File: config.mk
export PLATFORM = sky130hd
export DESIGN_NAME = fpu_last_insn_capture
export DESIGN_NICKNAME = d
export VERILOG_FILES = /design/src/rtl/lic_pkg.sv /design/src/rtl/lic_opcode_pack.sv /design/src/rtl/lic_ptr_format.sv /design/src/rtl/fpu_last_insn_capture.sv
export SDC_FILE = /design/constraint.sdc
export NUM_CORES = 1
export LEC_CHECK = 0
export CORE_AREA = 2 2 173 175
export DETAILED_ROUTE_END_ITERATION = 10
export DIE_AREA = 0 0 175 177
export DONT_BUFFER_PORTS = 1
export PLACE_DENSITY = 0.55
export SYNTH_ARGS = -nofsm -noshare
export SYNTH_HDL_FRONTEND = slang
export SYNTH_SLANG_ARGS = --single-unit
File: constraint.sdc
create_clock -name clk -period 4.2 [get_ports clk]
set_input_delay 0.42 -clock clk [delete_from_list [all_inputs] [get_ports clk]]
set_output_delay 0.42 -clock clk [all_outputs]
set_load 0.03 [all_outputs]
File: src/rtl/lic_pkg.sv
// Shared types for the last-instruction capture block.
// Assumes a 2-bit mode code driven by the core's mode logic.
package lic_pkg;
    typedef enum logic [1:0] {
        MODE_LONG = 2'b00,
        MODE_PROT = 2'b01,
        MODE_REAL = 2'b10,
        MODE_V86  = 2'b11
    } lic_mode_e;
endpackage

File: src/rtl/lic_opcode_pack.sv
// Packs the two opcode bytes into the compressed opcode field.
// Assumes the discarded high bits of the first byte are the same for
// every floating-point opcode, so nothing is lost by dropping them.
module lic_opcode_pack #(
    parameter int BYTE_W = 8,
    parameter int LO_W   = 3
) (
    input  logic [BYTE_W-1:0]      byte0_i,
    input  logic [BYTE_W-1:0]      byte1_i,
    output logic [LO_W+BYTE_W-1:0] opcode_o
);
    // Bits of the first byte that carry no information.
    logic unused_hi_bits;
    assign unused_hi_bits = ^byte0_i[BYTE_W-1:LO_W];

    // Low bits of the first byte sit above the whole second byte.
    always_comb begin
        opcode_o = {byte0_i[LO_W-1:0], byte1_i};
    end
endmodule

File: src/rtl/lic_ptr_format.sv
// Builds a 64-bit pointer in the form the operating mode calls for.
// Assumes PTR_W >= SEL_W + OFF32_W and LIN_W < PTR_W.
module lic_ptr_format
    import lic_pkg::*;
#(
    parameter int PTR_W   = 64,
    parameter int SEL_W   = 16,
    parameter int OFF32_W = 32,
    parameter int LIN_W   = 32
) (
    input  lic_mode_e        mode_i,
    input  logic [SEL_W-1:0] sel_i,
    input  logic [PTR_W-1:0] off_i,
    input  logic [PTR_W-1:0] base_i,
    output logic [PTR_W-1:0] ptr_o
);
    logic [LIN_W-1:0] lin_addr;
    logic             unused_base_hi;

    // Base bits above the linear width never reach the pointer.
    assign unused_base_hi = ^base_i[PTR_W-1:LIN_W];

    // Linear address wraps within LIN_W bits.
    always_comb begin
        lin_addr = base_i[LIN_W-1:0] + off_i[LIN_W-1:0];
    end

    // Mode selects the layout of the pointer.
    always_comb begin
        ptr_o = '0;
        case (mode_i)
            MODE_LONG: ptr_o = off_i;
            MODE_PROT: begin
                ptr_o[OFF32_W-1:0]       = off_i[OFF32_W-1:0];
                ptr_o[OFF32_W +: SEL_W]  = sel_i;
            end
            default:   ptr_o[LIN_W-1:0]  = lin_addr;
        endcase
    end
endmodule

File: src/rtl/fpu_last_insn_capture.sv
// Holds opcode, instruction pointer and data pointer of the last
// non-control floating-point instruction to retire.
// Assumes retire_i is a one-cycle strobe per instruction and that the
// inputs beside it are valid in the same cycle.
module fpu_last_insn_capture
    import lic_pkg::*;
#(
    parameter int BYTE_W  = 8,
    parameter int OPC_LO  = 3,
    parameter int PTR_W   = 64,
    parameter int SEL_W   = 16,
    parameter int OFF32_W = 32,
    parameter int LIN_W   = 32,
    localparam int OPC_W  = OPC_LO + BYTE_W
) (
    input  logic              clk,
    input  logic              rst_n,
    input  logic              retire_i,
    input  logic              ctrl_insn_i,
    input  logic [BYTE_W-1:0] opc_byte0_i,
    input  logic [BYTE_W-1:0] opc_byte1_i,
    input  logic [1:0]        mode_i,
    input  logic [SEL_W-1:0]  code_sel_i,
    input  logic [PTR_W-1:0]  code_off_i,
    input  logic [PTR_W-1:0]  code_base_i,
    input  logic              mem_valid_i,
    input  logic [SEL_W-1:0]  data_sel_i,
    input  logic [PTR_W-1:0]  data_off_i,
    input  logic [PTR_W-1:0]  data_base_i,
    input  logic              init_i,
    output logic [OPC_W-1:0]  last_opcode_o,
    output logic [PTR_W-1:0]  last_ip_o,
    output logic [PTR_W-1:0]  last_dp_o
);
    lic_mode_e        mode;
    logic [OPC_W-1:0] opc_next;
    logic [PTR_W-1:0] ip_next;
    logic [PTR_W-1:0] dp_next;
    logic             capture;

    // Decode the mode input into the shared type.
    assign mode    = lic_mode_e'(mode_i);
    // A capture is a retire that is not a control instruction.
    assign capture = retire_i && !ctrl_insn_i;

    lic_opcode_pack #(
        .BYTE_W (BYTE_W),
        .LO_W   (OPC_LO)
    ) u_opc (
        .byte0_i  (opc_byte0_i),
        .byte1_i  (opc_byte1_i),
        .opcode_o (opc_next)
    );

    lic_ptr_format #(
        .PTR_W   (PTR_W),
        .SEL_W   (SEL_W),
        .OFF32_W (OFF32_W),
        .LIN_W   (LIN_W)
    ) u_ip_fmt (
        .mode_i (mode),
        .sel_i  (code_sel_i),
        .off_i  (code_off_i),
        .base_i (code_base_i),
        .ptr_o  (ip_next)
    );

    lic_ptr_format #(
        .PTR_W   (PTR_W),
        .SEL_W   (SEL_W),
        .OFF32_W (OFF32_W),
        .LIN_W   (LIN_W)
    ) u_dp_fmt (
        .mode_i (mode),
        .sel_i  (data_sel_i),
        .off_i  (data_off_i),
        .base_i (data_base_i),
        .ptr_o  (dp_next)
    );

    // Opcode and instruction pointer: reset, init, then capture.
    always_ff @(posedge clk) begin
        if (!rst_n || init_i) begin
            last_opcode_o <= '0;
            last_ip_o     <= '0;
        end else if (capture) begin
            last_opcode_o <= opc_next;
            last_ip_o     <= ip_next;
        end
    end

    // Data pointer: as above, but only for memory-touching captures.
    always_ff @(posedge clk) begin
        if (!rst_n || init_i) begin
            last_dp_o <= '0;
        end else if (capture && mem_valid_i) begin
            last_dp_o <= dp_next;
        end
    end

    AST_CTRL_HOLD: assert property (@(posedge clk) disable iff (!rst_n)
        (retire_i && ctrl_insn_i && !init_i) |=>
        ($stable(last_opcode_o) && $stable(last_ip_o) && $stable(last_dp_o)));

    AST_INIT_CLEAR: assert property (@(posedge clk) disable iff (!rst_n)
        init_i |=> (last_opcode_o == '0 && last_ip_o == '0 && last_dp_o == '0));

    AST_DP_NO_MEM_HOLD: assert property (@(posedge clk) disable iff (!rst_n)
        (retire_i && !mem_valid_i && !init_i) |=> $stable(last_dp_o));

    AST_IDLE_HOLD: assert property (@(posedge clk) disable iff (!rst_n)
        (!retire_i && !init_i) |=>
        ($stable(last_opcode_o) && $stable(last_ip_o) && $stable(last_dp_o)));

    AST_OPC_LAYOUT: assert property (@(posedge clk) disable iff (!rst_n)
        (retire_i && !ctrl_insn_i && !init_i) |=>
        (last_opcode_o[BYTE_W-1:0] == $past(opc_byte1_i) &&
         last_opcode_o[OPC_W-1:BYTE_W] == $past(opc_byte0_i[OPC_LO-1:0])));

    AST_LONG_IP: assert property (@(posedge clk) disable iff (!rst_n)
        (capture && !init_i && mode_i == 2'b00) |=> last_ip_o == $past(code_off_i));
endmodule

After elaboration in Yosys (flattened, before gate mapping)
Cells that the tools add are included.
{"block": "op_classes", "reduce_logical": 7, "shift": 0, "muxes": 6, "add_sub_neg": 2, "n_div": 0, "multipliers": 0, "eq_ne": 1, "order_cmp": 0, "bitwise_logic": 0}
{"op": "32-bit adder", "count": 2}
{"op": "32-bit 2-to-1 mux", "count": 2}
{"op": "16-bit one-hot mux with 2 select lines", "count": 2}
{"op": "16-bit 2-to-1 mux", "count": 2}
{"op": "2-bit by 1-bit equality test with 1-bit output (second input constant)", "count": 1}
{"op": "1-bit logical AND", "count": 2}
{"op": "1-bit zero test", "count": 2}
{"op": "2-bit zero test", "count": 1}
{"op": "2-bit OR reduction", "count": 1}
{"op": "1-bit logical OR", "count": 1}
{"block": "totals", "reg_bits": 139, "wordCells": 19, "latch_bits": 0, "in_bits": 312, "romBits": 0, "n_memories": 0, "ram_bits": 0, "out_inout_bits": 139}

Depth between registers and ports, before layout
Gate-level depths: netlist (run 1).
{"block": "depth", "depth_word": 3, "ltp_mapped": 11, "depth_no_buf": 11}

Cells and area by module
From an unflattened synthesis (run 1), not the netlist that was laid out.
{"block": "hier_totals", "hier_cells": 1280, "hier_area_um2": 9736.8}
{"module": "fpu_last_insn_capture", "seq_area_each_um2": 2782.7, "cells_per_inst": 606, "area_per_inst_um2": 4798.4, "n_inst": 1}
{"module": "lic_ptr_format at u_ip_fmt", "seq_area_each_um2": 0.0, "cells_per_inst": 346, "area_per_inst_um2": 2498.6, "n_inst": 1}
{"module": "lic_ptr_format at u_dp_fmt", "seq_area_each_um2": 0.0, "cells_per_inst": 317, "area_per_inst_um2": 2357.3, "n_inst": 1}
{"module": "lic_opcode_pack", "seq_area_each_um2": 0.0, "cells_per_inst": 11, "area_per_inst_um2": 82.6, "n_inst": 1}

Least setup slack after synthesis (run 1)
Ideal clock, no wire load.
{"block": "synth_timing", "kind": "in2reg", "start": "in code_off_i[0]", "end": "reg last_ip_o[26]", "path_buffers": 0, "t_arrival_ps": 2798, "setup_ps": 112, "slack_ps": 1290, "cell_stages": 11, "required_time_ps": 4088, "cell_sequence": "ha_1 fa_1 a21oi_1 o211ai_1 a31o_1 a211oi_1 o21ai_2 a21oi_1 o21bai_1 xnor2_1 a2111oi_1"}
{"block": "synth_via", "elab_chain_len": 2}
{"item": "start, declared", "line_no": "fpu_last_insn_capture.sv:24", "rtl": "input logic [PTR_W-1:0] code_off_i,"}
{"item": "32-bit adder", "line_no": "lic_ptr_format.sv:25", "rtl": "lin_addr = base_i[LIN_W-1:0] + off_i[LIN_W-1:0];"}
{"item": "32-bit 2-to-1 mux", "line_no": "lic_ptr_format.sv:31", "rtl": "case (mode_i)"}
{"item": "end signal, assigned", "line_no": "fpu_last_insn_capture.sv:88", "rtl": "last_ip_o <= ip_next;"}
{"item": "end, declared", "line_no": "fpu_last_insn_capture.sv:32", "rtl": "output logic [PTR_W-1:0] last_ip_o,"}
No other way between the ends.
A chain may end at the register's enable or synchronous reset.

Final worst setup path (run 1)
Same ends and word-level chain as after synthesis.

==> impl_metrics.toml, run 1 <==
[placement]
dpl_cell_area_um2 = 9220
port_buffers = 0
hpwl_um = 22000
routabilityCongestion = 0.897

[timing]
hold_ws_ns = 0.119
hold_viol_final = 0
setup_viol = 0
fin_skew_ns = 0
worstMarginPinSlew_ns = 1.06
period_share = 0.718
relSlewSlack = 0.292
max_clock_freq_mhz = 331
rsz0062_at_grt = "false"
drv_slew = 0
fin_crit_ns = 3.02
tns_ns = 0

[synth]
async_reset_ff_frac = 0
synth-seq-cells = 139
syn_nets = 1465
synthCells = 1089
avgSynthCellArea_um2 = 8.22
synth-edff-count = 0
synthDistinctLibCells = 68
ys.flop_type = "dfxtp_1"
syn_area_um2 = 8950
yosysWarnings = 0
seq_area_frac_synth = 0.311

[critical_path]
end_kind = "flip-flop"
worstPathArrival_ns = 3.33
worstPathRequired_ns = 4.52
critPathMaxFanout = 3
path_class = "input port to flip-flop"
cp-start-kind = "input port"

[clocking]
cts-hold-fix-buffers = 0
htree_levels = 4
cts_resized = 0
numCtsBuffers = 17
clkSinkCount = 139
postCtsSetupBuffers = 0
clockRootBuffer = "clkbuf_16"
clk_latency_ns = 0.42
cts_max_path_buffers = 2
cts_tree = "yes"
path_clk_slew_ns = 0.08

[routing]
vias_per_cell = 5.54
drc = 0
num_vias = 7977
drtPass1Iterations = 5
ant_nets = 0
dr.first_iter.drc_count = 433
wl_per_cell_um = 20.2
finalWirelength_um = 29100

[finish]
design_area_um2 = 9790
layout_common_cells = "139 x dfxtp_1, 127 x nor2_1, 113 x a21oi_1, 71 x nand2_1, 62 x ha_1"
fillers = 3071
diodes = 0
area_growth_pct = 9.33
drive_gt1_frac = 0.0762
layout_commonest_cell = "dfxtp_1"
nets = 1413

[global_routing]
grt_overflow = 0
grtUsageTotal = 0.181
grt_pass1_vias = 7648
antenna_found_initial = 0
grt_pass1_wl_um = 43800
grt_max_degree = 96

[die]
core_area_um2 = 29200
fp.dieArea_um2 = 31000
io_pins = 451
num_rows = 63
die_w_um = 175
die_h_um = 177
initial_utilization = 0.306

[power_and_ir_drop]
ir_drop_mv = 0.209
leakagePower_uw = 0.00369
powerDensity_nw_per_um2 = 373

[job]
cap_viol_max_count = 0

[outcome]
status = "finished clean"

[hold_path]
hold_path_class = "input port to flip-flop"
## worst paths after layout
| kind | start | endpoint | slack, ns | depth (start not counted) |
|---|---|---|---|---|
| max | code_off_i[0] | last_ip_o[26] | 1.18 | 11 |
| min | opc_byte1_i[5] | last_opcode_o[5] | 0.12 | 2 |
| max reg2reg | last_ip_o[26] | last_ip_o[26] | 3.14 | 2 |
| min reg2reg | last_opcode_o[1] | last_opcode_o[1] | 0.61 | 2 |
## per-stage QoR
stage	total power (µW)	util	instances	setup WS [ns]
global route	3850	0.335	1440	1.03
CTS	3700	0.335	1440	1.29
global placement	2170	0.315	1408	0.865
detailed placement	2180	0.315	1408	0.836
floorplan	2050	-	1089	1.29
finish	3650	0.335	1440	1.18
## critical path, stage by stage
cell	delay [ns]
ha_1	0.23
fa_1	0.42
a21oi_1	0.29
o211ai_1	0.16
a31o_1	0.28
a211oi_1	0.39
o21ai_2	0.12
a21oi_1	0.36
o21bai_1	0.15
xnor2_1	0.14
a2111oi_1	0.36
## routing by layer
layer  vias up  global-route usage  wire length [µm]
met5         -                   0                 0
met3        22              0.0619              2520
met1      3806               0.223             12200
li1       3877                   -                 -
met2       272               0.301             14100
met4         0              0.0472               336
## state kept, by name (all words and copies together) (netlist names)
register,flops
last_dp_o,64
last_opcode_o,11
last_ip_o,64
## kinds of logic (layout without fill, tap and decap cells)
group                    Yosys count  count (layout)  synth area share
AO/OA/AOI/OAI                    351             351             0.259
AND/OR/NAND/NOR                  316             316             0.162
flip-flops                       139             139             0.311
buffers and inverters             91              52            0.0398
multiplexers                      72              72            0.0827
adder cells (fa/ha/maj)           64              64            0.0911
XOR/XNOR                          56              56            0.0548
## synthesized netlist by cell type (all sizes together), types with 16 or more instances
master  instances  area, µm²
dfxtp         139       2780
nor2          127        477
a21oi         113        566
nand2          72        270
clkbuf         64        241
ha             62        776
o21ai          60        308
mux2i          56        561
a22oi          49        368
a211oi         35        263
xnor2          31        272
nor3           30        155
a21o           25        188
xor2           25        219
mux2           16        180
nand3          16       80.1
## report_power, final
part	switching [µW]	internal, µW	total (µW)
sequential	69.4	1340	1410
clock	714	793	1510
combinational	425	310	735
## final cells by class
type                            instances  area [µm²]  share of cell area
Clock buffer                           17         425              0.0435
Clock inverter                         15         145              0.0148
Inverter                               12        45.0             0.00460
Multi-Input combinational cell        859        5840               0.597
Sequential cell                       139        2780               0.284
Tap cell                              390         488              0.0498
Timing Repair Buffer                    8        60.1             0.00613
No activity file was read; power rests on OpenSTA's default activity.
==> run 2, diff against run 1 <==
clock period = 2.9 ns   (was 4.2 ns; I/O delays follow)
==> run 2 against run 1 <==
  * Critical path depth up 1
  * Via count up 3.6%
  * Clock-buffer cell count unchanged
  * Clock power up 52%
  * Die area unchanged
  * Largest cell class unchanged
  * Final cell count up 3.9%
==> impl_metrics.toml, run 2 (synthesized netlist as in run 1, its figures left out) <==
[routing]
vias_per_cell = 5.52
wl_per_cell_um = 19.9
ant_nets = 0
drtPass1Iterations = 5
num_vias = 8265
dr.first_iter.drc_count = 534
drc = 0
finalWirelength_um = 29700

[job]
cap_viol_max_count = 0

[critical_path]
crit_chain = "ha_1 > fa_1 > a21oi_1 > o211ai_1 > a31o_1 > a211oi_1 > buf_4 > o21ai_2 > a21oi_1 > o21bai_1 > xnor2_1 > a2111oi_1"
cp_common_cell = "a21oi_1"
regToRegSetupSlack_ns = 1.81
worstPathArrival_ns = 2.90
worstPathRequired_ns = 3.20
rr_endpoint = "last_ip_o[26]"
crit_start = "code_off_i[0]"
cp-start-kind = "input port"
end_kind = "flip-flop"
critPathMaxFanout = 2
critPathMaxStageDelay_ns = 0.42
path_class = "input port to flip-flop"
r2r.worst_path.cells = 2
reg2reg_from = "last_ip_o[26]"
crit_slowest_cell = "fa_1"

[global_routing]
grt_pass1_vias = 7893
grt_max_degree = 96
grt_pass1_wl_um = 44600
grtUsageTotal = 0.184
grt_overflow = 0
antenna_found_initial = 0

[timing]
worstMarginPinSlew_ns = 0.827
hold_viol_final = 0
fin_skew_ns = 0
max_clock_freq_mhz = 384
rsz0062_at_grt = "false"
hold_ws_ns = 0.0271
relSlewSlack = 0.449
fin_crit_ns = 2.60
setup_viol = 0
drv_slew = 0
period_share = 0.897

[finish]
fin_util = 0.354
layout_common_cells = "139 x dfxtp_1, 127 x nor2_1, 113 x a21oi_1, 71 x nand2_1, 62 x ha_1"
fillers = 3038
drive_gt1_frac = 0.0922
reg_top3 = "last_dp_o x64, last_ip_o x64, last_opcode_o x11"
diodes = 0
seq_area_um2 = 2780
layout_commonest_cell = "dfxtp_1"
area_growth_pct = 15.5
nets = 1469
multi_input_area_um2 = 5840

[clocking]
numCtsBuffers = 17
clockRootBuffer = "clkbuf_16"
cts-hold-fix-buffers = 34
postCtsSetupBuffers = 0
cts_resized = 0
cts_tree = "yes"
clk_latency_ns = 0.42
clkSinkCount = 139
path_clk_slew_ns = 0.07
htree_levels = 4
cts_max_path_buffers = 2

[hold_path]
hp-start = "data_off_i[59]"
holdPathEnd = "last_dp_o[59]"
hold_path_class = "input port to flip-flop"
hold_depth = 2

[placement]
hpwl_um = 22400
port_buffers = 0
routabilityCongestion = 0.862

[die]
num_rows = 63
die_w_um = 175
initial_utilization = 0.306
core_area_um2 = 29200
io_pins = 451
die_h_um = 177
fp.dieArea_um2 = 31000

[power_and_ir_drop]
powerDensity_nw_per_um2 = 532
ir_drop_mv = 0.328
leakagePower_uw = 0.00396

[outcome]
status = "finished clean"
==> run 2: cell types whose count changed in the layout (fill, tap and decap cells not counted), sizes merged <==
cell         before  now
clkinv            2    3
clkinvlp          2    0
bufinv            0    1
dlygate4sd3       0   34
buf               8   30
==> run 2: worst max-delay path by stage <==
stage / slack, ns / endpoint
detailed placement: -0.12 / last_ip_o[26]
finish: 0.30 / last_ip_o[26]
global route: 0.11 / last_ip_o[26]
global placement: -0.05 / last_ip_o[26]
floorplan: 0.12 / last_ip_o[26]
CTS: 0.33 / last_ip_o[26]
==> run 2: per-layer routing <==
metal  vias to the layer above  share of wire  global-route usage  routed length, µm
met5                         -              0                   0                  0
met1                      3933           0.42               0.226              12400
li1                       3989              -                   -                  -
met4                         0          0.012              0.0458                346
met2                       317           0.48               0.308              14300
met3                        26          0.091              0.0640               2690
==> run 2: final cells by class <==
cell class                 instances  share of cell area
tap                              390              0.0472
clock buffer                      17              0.0411
clock inverter                    15              0.0182
inverter                          12             0.00436
multi-input combinational        859               0.565
sequential                       139               0.269
timing repair buffer              64              0.0547
==> run 2: where the power goes <==
part           switching, µW  internal (µW)  total, µW
logic                    633            514       1150
clock network           1050           1250       2300
registers                101           1940       2050
==> run 2: critical path, delay by kind of cell <==
family	cells	cell delay, ns
AO/OA/AOI/OAI	8	1.68
adder cells (fa/ha/maj)	2	0.65
buffers and inverters	1	0.16
XOR/XNOR	1	0.13
==> run 2: stage by stage <==
stage	worst slack (ns)	total power [µW]	std cells	setup TNS [ns]	instance area, µm²
3_5_place_dp	-0.115	3200	1430	-0.180	9390
3_3_place_gp	-0.0532	3190	1430	-0.110	9390
6_report	0.298	5500	1496	0	10300
2_1_floorplan	0.120	2970	1089	0	8950
5_1_grt	0.114	5790	1496	0	10300
4_1_cts	0.333	5570	1496	0	10300
